--- src/rtl/usb_gint_pkg.sv ---
package usb_gint_pkg;
  localparam int DATA_W   = 32;
  localparam int BIT_WKUP = 31;
  localparam int BIT_DISC = 29;
  localparam int BIT_CIDC = 28;
  localparam int BIT_PTXE = 26;
  localparam int BIT_HCH  = 25;
  localparam int BIT_PORT = 24;
  localparam int BIT_MODE = 0;

  localparam int N_STICKY  = 3;
  localparam int SIDX_WKUP = 0;
  localparam int SIDX_DISC = 1;
  localparam int SIDX_CIDC = 2;

  localparam logic [DATA_W-1:0] IRQ_BITS =
      (DATA_W'(1) << BIT_WKUP) | (DATA_W'(1) << BIT_DISC) | (DATA_W'(1) << BIT_CIDC) |
      (DATA_W'(1) << BIT_PTXE) | (DATA_W'(1) << BIT_HCH)  | (DATA_W'(1) << BIT_PORT);

  typedef enum logic {
    SEL_STAT = 1'b0,
    SEL_MASK = 1'b1
  } reg_sel_e;
endpackage

--- src/rtl/gint_sticky_bank.sv ---
module gint_sticky_bank #(
  parameter int N = 3
) (
  input  logic         clk_i,
  input  logic         rst_ni,
  input  logic [N-1:0] set_i,
  input  logic [N-1:0] clr_i,
  output logic [N-1:0] q_o
);
  for (genvar i = 0; i < N; i++) begin : g_bit
    always_ff @(posedge clk_i or negedge rst_ni) begin
      if (!rst_ni)       q_o[i] <= 1'b0;
      else if (set_i[i]) q_o[i] <= 1'b1;  // set beats clear
      else if (clr_i[i]) q_o[i] <= 1'b0;
    end

    p_set_wins_r4: assert property (@(posedge clk_i) disable iff (!rst_ni)
      set_i[i] |=> q_o[i]);
    p_w1c_r1: assert property (@(posedge clk_i) disable iff (!rst_ni)
      (clr_i[i] && !set_i[i]) |=> !q_o[i]);
    p_hold_r3: assert property (@(posedge clk_i) disable iff (!rst_ni)
      (!clr_i[i] && !set_i[i]) |=> $stable(q_o[i]));
  end
endmodule

--- src/rtl/gint_ptx_level.sv ---
module gint_ptx_level #(
  parameter int DEPTH = 64,
  parameter int W     = $clog2(DEPTH + 1)
) (
  input  logic [W-1:0] free_i,
  input  logic         full_sel_i,
  input  logic         qspace_i,
  output logic         empty_o
);
  localparam logic [W:0]   DEPTH_X = (W+1)'(DEPTH);
  localparam logic [W-1:0] DEPTH_N = W'(DEPTH);

  logic half_ok, full_ok;

  always_comb begin
    half_ok = {free_i, 1'b0} >= DEPTH_X;
    full_ok = free_i == DEPTH_N;
    empty_o = qspace_i && (full_sel_i ? full_ok : half_ok);
  end

  always_comb begin
    if (!qspace_i) p_no_queue_r5: assert (!empty_o);
    if (full_ok)   p_full_implies_half_r5: assert (half_ok);
  end
endmodule

--- src/rtl/usb_gint_status.sv ---
module usb_gint_status
  import usb_gint_pkg::*;
#(
  parameter int NUM_CH    = 8,
  parameter int PTX_DEPTH = 64,
  parameter int PTX_W     = $clog2(PTX_DEPTH + 1)
) (
  input  logic              clk_i,
  input  logic              rst_ni,
  input  logic              host_mode_i,
  input  logic              resume_i,
  input  logic              rmt_wkup_i,
  input  logic              disc_i,
  input  logic              conn_id_i,
  input  logic [NUM_CH-1:0] ch_irq_i,
  input  logic              port_chg_i,
  input  logic [PTX_W-1:0]  ptx_free_i,
  input  logic              ptx_full_sel_i,
  input  logic              ptxq_space_i,
  input  logic              reg_sel_i,
  input  logic              reg_wr_i,
  input  logic [DATA_W-1:0] reg_wdata_i,
  output logic [DATA_W-1:0] reg_rdata_o,
  output logic              irq_o
);
  reg_sel_e sel;
  logic [N_STICKY-1:0] st_set, st_clr, st_q;
  logic [DATA_W-1:0]   status, mask_q;
  logic                conn_q, seen_q, cid_chg, ptx_empty, wr_stat;

  assign sel     = reg_sel_e'(reg_sel_i);
  assign wr_stat = reg_wr_i && (sel == SEL_STAT);

  // connector ID edge detect; first cycle after reset only samples
  always_ff @(posedge clk_i or negedge rst_ni) begin
    if (!rst_ni) begin
      conn_q <= 1'b0;
      seen_q <= 1'b0;
    end else begin
      conn_q <= conn_id_i;
      seen_q <= 1'b1;
    end
  end
  assign cid_chg = seen_q && (conn_id_i != conn_q);

  always_comb begin
    st_set            = '0;
    st_set[SIDX_WKUP] = host_mode_i ? rmt_wkup_i : resume_i;
    st_set[SIDX_DISC] = host_mode_i && disc_i;
    st_set[SIDX_CIDC] = cid_chg;
    st_clr            = '0;
    st_clr[SIDX_WKUP] = wr_stat && reg_wdata_i[BIT_WKUP];
    st_clr[SIDX_DISC] = wr_stat && reg_wdata_i[BIT_DISC];
    st_clr[SIDX_CIDC] = wr_stat && reg_wdata_i[BIT_CIDC];
  end

  gint_sticky_bank #(.N(N_STICKY)) u_sticky (
    .clk_i  (clk_i),
    .rst_ni (rst_ni),
    .set_i  (st_set),
    .clr_i  (st_clr),
    .q_o    (st_q)
  );

  gint_ptx_level #(.DEPTH(PTX_DEPTH), .W(PTX_W)) u_ptx (
    .free_i     (ptx_free_i),
    .full_sel_i (ptx_full_sel_i),
    .qspace_i   (ptxq_space_i),
    .empty_o    (ptx_empty)
  );

  always_ff @(posedge clk_i or negedge rst_ni) begin
    if (!rst_ni)                          mask_q <= '0;
    else if (reg_wr_i && sel == SEL_MASK) mask_q <= reg_wdata_i & IRQ_BITS;
  end

  always_comb begin
    status           = '0;
    status[BIT_WKUP] = st_q[SIDX_WKUP];
    status[BIT_DISC] = st_q[SIDX_DISC];
    status[BIT_CIDC] = st_q[SIDX_CIDC];
    status[BIT_PTXE] = ptx_empty;
    status[BIT_HCH]  = |ch_irq_i;
    status[BIT_PORT] = port_chg_i;
    status[BIT_MODE] = host_mode_i;
  end

  assign reg_rdata_o = (sel == SEL_MASK) ? mask_q : status;
  assign irq_o       = |(status & mask_q);

  p_disc_dev_r2: assert property (@(posedge clk_i) disable iff (!rst_ni)
    (!host_mode_i && !st_q[SIDX_DISC]) |=> !st_q[SIDX_DISC]);
  p_wkup_dev_r1: assert property (@(posedge clk_i) disable iff (!rst_ni)
    (!host_mode_i && !resume_i && !st_q[SIDX_WKUP]) |=> !st_q[SIDX_WKUP]);
  p_mask_legal_r10: assert property (@(posedge clk_i) disable iff (!rst_ni)
    (mask_q & ~IRQ_BITS) == '0);
  p_irq_needs_mask_r10: assert property (@(posedge clk_i) disable iff (!rst_ni)
    irq_o |-> (mask_q != '0));
  p_hch_summary_r6: assert property (@(posedge clk_i) disable iff (!rst_ni)
    (sel == SEL_STAT && (|ch_irq_i)) |-> reg_rdata_o[BIT_HCH]);
endmodule

--- config.mk ---
export PLATFORM = sky130hd
export DESIGN_NAME = usb_gint_status
export DESIGN_NICKNAME = d
export VERILOG_FILES = /design/src/rtl/usb_gint_pkg.sv /design/src/rtl/gint_sticky_bank.sv /design/src/rtl/gint_ptx_level.sv /design/src/rtl/usb_gint_status.sv
export SDC_FILE = /design/constraint.sdc
export NUM_CORES = 1
export LEC_CHECK = 0
export BUFFER_PORTS_ARGS = -buffer_cell sky130_fd_sc_hd__buf_4
export CAP_MARGIN = 10
export CORE_MARGIN = 2
export CORE_UTILIZATION = 36
export CTS_BUF_LIST = sky130_fd_sc_hd__clkbuf_4
export CTS_CLUSTER_SIZE = 10
export DETAILED_ROUTE_END_ITERATION = 8
export PLACE_DENSITY = 0.89
export SLEW_MARGIN = 0
export SYNTH_ARGS = -nofsm -noshare
export SYNTH_HDL_FRONTEND = slang
export SYNTH_SLANG_ARGS = --single-unit
--- constraint.sdc ---
create_clock -name clk_i -period 2.9 [get_ports clk_i]
set_input_delay 0.87 -clock clk_i [delete_from_list [all_inputs] [get_ports clk_i]]
set_output_delay 0.87 -clock clk_i [all_outputs]
set_load 0.02 [all_outputs]
# Word level (Yosys, flattened, before mapping)
# Index checks and enable logic that the tools add are counted.
totals:
  inputBits: 59
  elab_cells: 33
  ff_bits: 11
  output_inout_bits: 33
classes:
  order_cmp: 1
  n_eq_ne: 2
  n_mux: 9
  reduce_logical: 13
  n_bitwise: 2
ops:
  columns: ["operator", "n"]
  rows:
  - ["bitwise AND 32 bit", 1]
  - ["2-to-1 mux 32 bit", 1]
  - ["OR reduction 32 bit", 1]
  - ["greater-or-equal comparator 8 x 7 -> 1 bit, second input constant", 1]
  - ["logical AND 1 bit", 8]
  - ["2-to-1 mux 1 bit", 8]
  - ["OR reduction 8 bit", 1]
  - ["equality test 7 bit, second input constant", 1]
  - ["nonzero test 2 bit", 3]
  - ["inequality test 1 bit", 1]
  - ["inverter 1 bit", 1]

# Logic depth before layout (Yosys ltp)
depth:
  depth_word: 5
  ltp_mapped: 4

# By module
# Synthesis repeated with hierarchy kept, for this count alone.
hier_totals:
  cells_unflattened: 77
  hier_area_um2: 800.8
by_module_without_submodules:
  columns: ["mod", "seq_area_each_um2", "n_inst", "cells_per_inst", "area_each_um2"]
  rows:
  - ["usb_gint_status", 200.2, 1, 65, 659.4]
  - ["gint_sticky_bank", 75.1, 1, 9, 108.9]
  - ["gint_ptx_level", 0.0, 1, 3, 32.5]

# Worst setup path after synthesis
# Ideal clock, no wire load.
synth_timing:
  kind: "input to output"
  from: "input port ptx_free_i[5]"
  to: "output port reg_rdata_o[26]"
  path_buffers: 0
  path_slack_ns: 0.434
  stages: 3
  t_arrival_ns: 1.596
  path_cell_list: "o41ai_2 > o2111a_1 > mux2_2"
synth_between:
  elab_chain_len: 4
  elab_cells_between_ends: 5
  classes_between: "order compare (1); eq/ne (1); mux (2); reduce/logical (1)"
synth_rtl:
  columns: ["item", "line_no", "text"]
  rows:
  - ["start: declaration", "usb_gint_status.sv:17", "input logic [PTX_W-1:0] ptx_free_i,"]
  - ["greater-or-equal comparator 8 x 7 -> 1 bit or equality test 7 bit (tied branches)", "gint_ptx_level.sv:16, gint_ptx_level.sv:17", null]
  - ["2-to-1 mux 1 bit (*)", "gint_ptx_level.sv:18", "empty_o = qspace_i && (full_sel_i ? full_ok : half_ok);"]
  - ["logical AND 1 bit (*)", "gint_ptx_level.sv:18", null]
  - ["2-to-1 mux 32 bit (*)", "usb_gint_status.sv:88", "assign reg_rdata_o = (sel == SEL_MASK) ? mask_q : status;"]
  - ["end: declaration", "usb_gint_status.sv:23", "output logic [DATA_W-1:0] reg_rdata_o,"]
# Every way passes the cells marked *; elsewhere a longest branch is shown, timed or not.

# Worst setup path in the final report
layout_timing:
  from: "input port ch_irq_i[5]"
  to: "output port irq_o"
layout_between:
  elab_chain_len: 3
layout_rtl:
  columns: ["item", "line_no", "text"]
  rows:
  - ["start: declaration", "usb_gint_status.sv:15", "input logic [NUM_CH-1:0] ch_irq_i,"]
  - ["OR reduction 8 bit", "usb_gint_status.sv:83", "status[BIT_HCH] = |ch_irq_i;"]
  - ["bitwise AND 32 bit", "usb_gint_status.sv:89", "assign irq_o = |(status & mask_q);"]
  - ["OR reduction 32 bit", "usb_gint_status.sv:89", null]
  - ["end: declaration", "usb_gint_status.sv:24", "output logic irq_o"]
# Every way passes these cells.

==> key figures <==
CTS
  – Cts hold-fix bufs: 0
  – CTS Root Buffer Type: clkbuf_4
  – Post_cts resized: 0
  – CTS Sinks: 11
  – CTS tree: built
  – Max Root-Sink Buffers: 2
  – Worst-skew pair later-pin latency: roughly 0.27 ns
  – Reg clk slew, reported paths: ~0.07 ns
  – Buffer count from post-CTS setup fixing: 0
  – Num CTS Buffers: 3
  – H-Tree Depth: 1

Logic synthesis
  – FF+latch count, synth: 11
  – Syn. warnings: 0
  – Mapped Cells: ~70
  – Yosys cell types: 16
  – Mean post-synth cell area: between 10 and 15 sq um
  – Synth Cell Area: 764.5 sq um
  – Post-synthesis sequential area ratio: a little over a third

Global route
  – Remaining global-route overflow: 0
  – Pin count of the biggest net entering global routing: 12
  – Antenna violations before repair: 0
  – Vias in the first global route: between 600 and 700
  – Overall routing resource usage: 12.95%
  – First-pass GRT wire length: around 2500 um

Run
  – Max_cap viols: 0

STA
  – Final TNS setup: 0 ns
  – Unrepaired setup endpoints after global routing: false
  – Fin Clk Skew: about 0.0049 ns
  – Tcrit/Tclk final: between 90% and 100%
  – Hold Violations, Final: 0
  – Period minus WS final: 2.728 ns
  – Top achievable clock speed: around 370 MHz
  – Slew Limit Fails: 0
  – Setup-failing EPs final: 0

Cells and area
  – NumNets Final: approximately 170
  – # diodes: 0
  – Post-route cell area: between 1000 and 1500 sq um
  – Syn-to-layout area delta: 33.88%
  – Layout cell share with drive strength beyond 1: between 50% and 60%
  – Fillcell total: 212

Routing
  – Final wirelength: 1582 um
  – Drt first pass iters: 2
  – Routed Antenna Nets: 0
  – Avg WL per Cell: 11.22 um
  – DR vias: 617
  – Vias per inst: 4.376
  – Initial drt markers: 3
  – Drt drc: 0

Power and ir drop
  – Seq pwr share: between 40 and 50%
  – Pint: slightly above 300 uW
  – Peak VDD IR: ~0.34 mV
  – Sw frac: 31.57%
  – Pwr dens: approximately 440 nW/um^2
  – Final Power: about 450 uW
  – Comb pwr share: 34.2%
  – Pleak: ~0.00051 uW
  – Clock share of power: 24.8%
  – P_sw: 143.1 uW

Die
  – Std-Cell Rows: 16
  – I/O pin cnt: 92
  – Die Wd: 50.08 um
  – Die Area: 2508 sq um
  – Die height: around 50 um
  – Initial Util: 38.57%
  – Core area: 1982 sq um

Placement
  – Port Buffers: 40
  – Placement Cell Area: between 900 and 1000 sq um
  – Gp weighted congestion: slightly above 0.7
  – DPL Wire Length: ~1300 um

Outcome
  – Status: complete, no violations

Critical path
  – CP Class: in -> out
  – CP Launch Type: primary input
  – Worst Path Arrival: roughly 1.9 ns
  – Worst path required time: 2.03 ns
  – Crit end category: output port
  – Crit-path max FO: 2

Min path
  – Hold WC Path Type: in -> async
power by group through the flow:
stage               clock network, uW  logic [uW]  registers [uW]
finish                            112         155             186
global placement                    0         153             186
floorplan                           0         118             184
detailed placement                  0         156             189
global route                      119         168             188
CTS                               116         156             186
synthesized netlist by cell type (all sizes together):
| master | instances | area (sq um) |
|---|---|---|
| dfrtp | 11 | 275.3 |
| a22o | 2 | 17.52 |
| a221o | 2 | 21.27 |
| nor4 | 2 | 12.51 |
| mux2 | 12 | 135.1 |
| o41ai | 1 | 16.27 |
| o21ai | 1 | 5.000 |
| nand2 | 6 | 22.52 |
| xor2 | 1 | 8.760 |
| a22oi | 2 | 15.01 |
| conb | 2 | 7.510 |
| o2111a | 1 | 11.26 |
| buf | 26 | 195.2 |
| nor2b | 3 | 21.27 |
critical path, cell delays in order:
cell and delay (ns):
buf_4 0.11, nor4_1 0.27, nand2_1 0.11, a221o_2 0.34
buf_4 0.16
path summary, 6_finish.rpt:
| path | from | to | slack [ns] | cells after the start |
|---|---|---|---|---|
| worst max-delay path | ch_irq_i[5] | irq_o | 0.17 | 5 |
| worst min-delay path | rst_ni | conn_q | 0.42 | 1 |
| worst max register to register | u_sticky.q_o[0] | u_sticky.q_o[0] | 2.05 | 1 |
| worst min register to register | seen_q | u_sticky.q_o[2] | 0.47 | 1 |
| max in group asynchronous | rst_ni | seen_q | 2.33 | 1 |
| min in group clk_i | seen_q | u_sticky.q_o[2] | 0.47 | 1 |
registers in the layout (all words and copies together), names as in the netlist:
register / count
conn_q: 1
mask_q: 6
u_sticky.q_o: 3
seen_q: 1
cells by family after synthesis:
family / synth area share, %
buffers and inverters: 25.53
muxes: 17.68
DFF: 36.01
and+or+nand+nor: 7.364
AOI/OAI and AO/OA: 11.29
other: 0.9824
xor gates and xnor gates: 1.146
routing by layer:
metal	wire length (um)	track usage (%)	vias to the layer above	part of all wire (%)
li1	-	-	284	-
met1	527	12.81	282	33
met2	818	24.56	49	52
met3	224	2.727	2	14
met4	12	6.944	0	0.76
met5	0	0	-	0
placed cells by master, fill, tap and decap left out, drive strengths merged:
master	instances
o2111a	1
mux2	12
conb	26
o21ai	1
clkbuf	4
nand2	6
nor2b	3
a22oi	2
a22o	2
xor2	1
a221o	2
dfrtp	11
nor4	2
buf	40
o41ai	1
stage by stage:
| stage | setup WS, ns | utilization [%] | instances | hold WS, ns |
|---|---|---|---|---|
| final | 0.1716 | 51.64 | 141 | 0.4169 |
| after detailed placement | 0.1446 | 50.13 | 137 | 0.4608 |
| after global routing | 0.07981 | 51.64 | 141 | 0.4260 |
| after global placement | 0.1626 | 50.13 | 137 | 0.4447 |
| after CTS | 0.1495 | 51.64 | 141 | 0.4166 |
| after floorplan | 0.4336 | - | 96 | 0.4424 |
layout make-up:
type	count	area (sq um)	share of cell area, %
Clock buffer	4	30.03	2.934
Multi-Input combinational cell	59	384.1	37.53
Sequential cell	11	275.3	26.89
Tap cell	27	33.78	3.301
Timing Repair Buffer	40	300.3	29.34
Power figures use the tool's default switching activity.
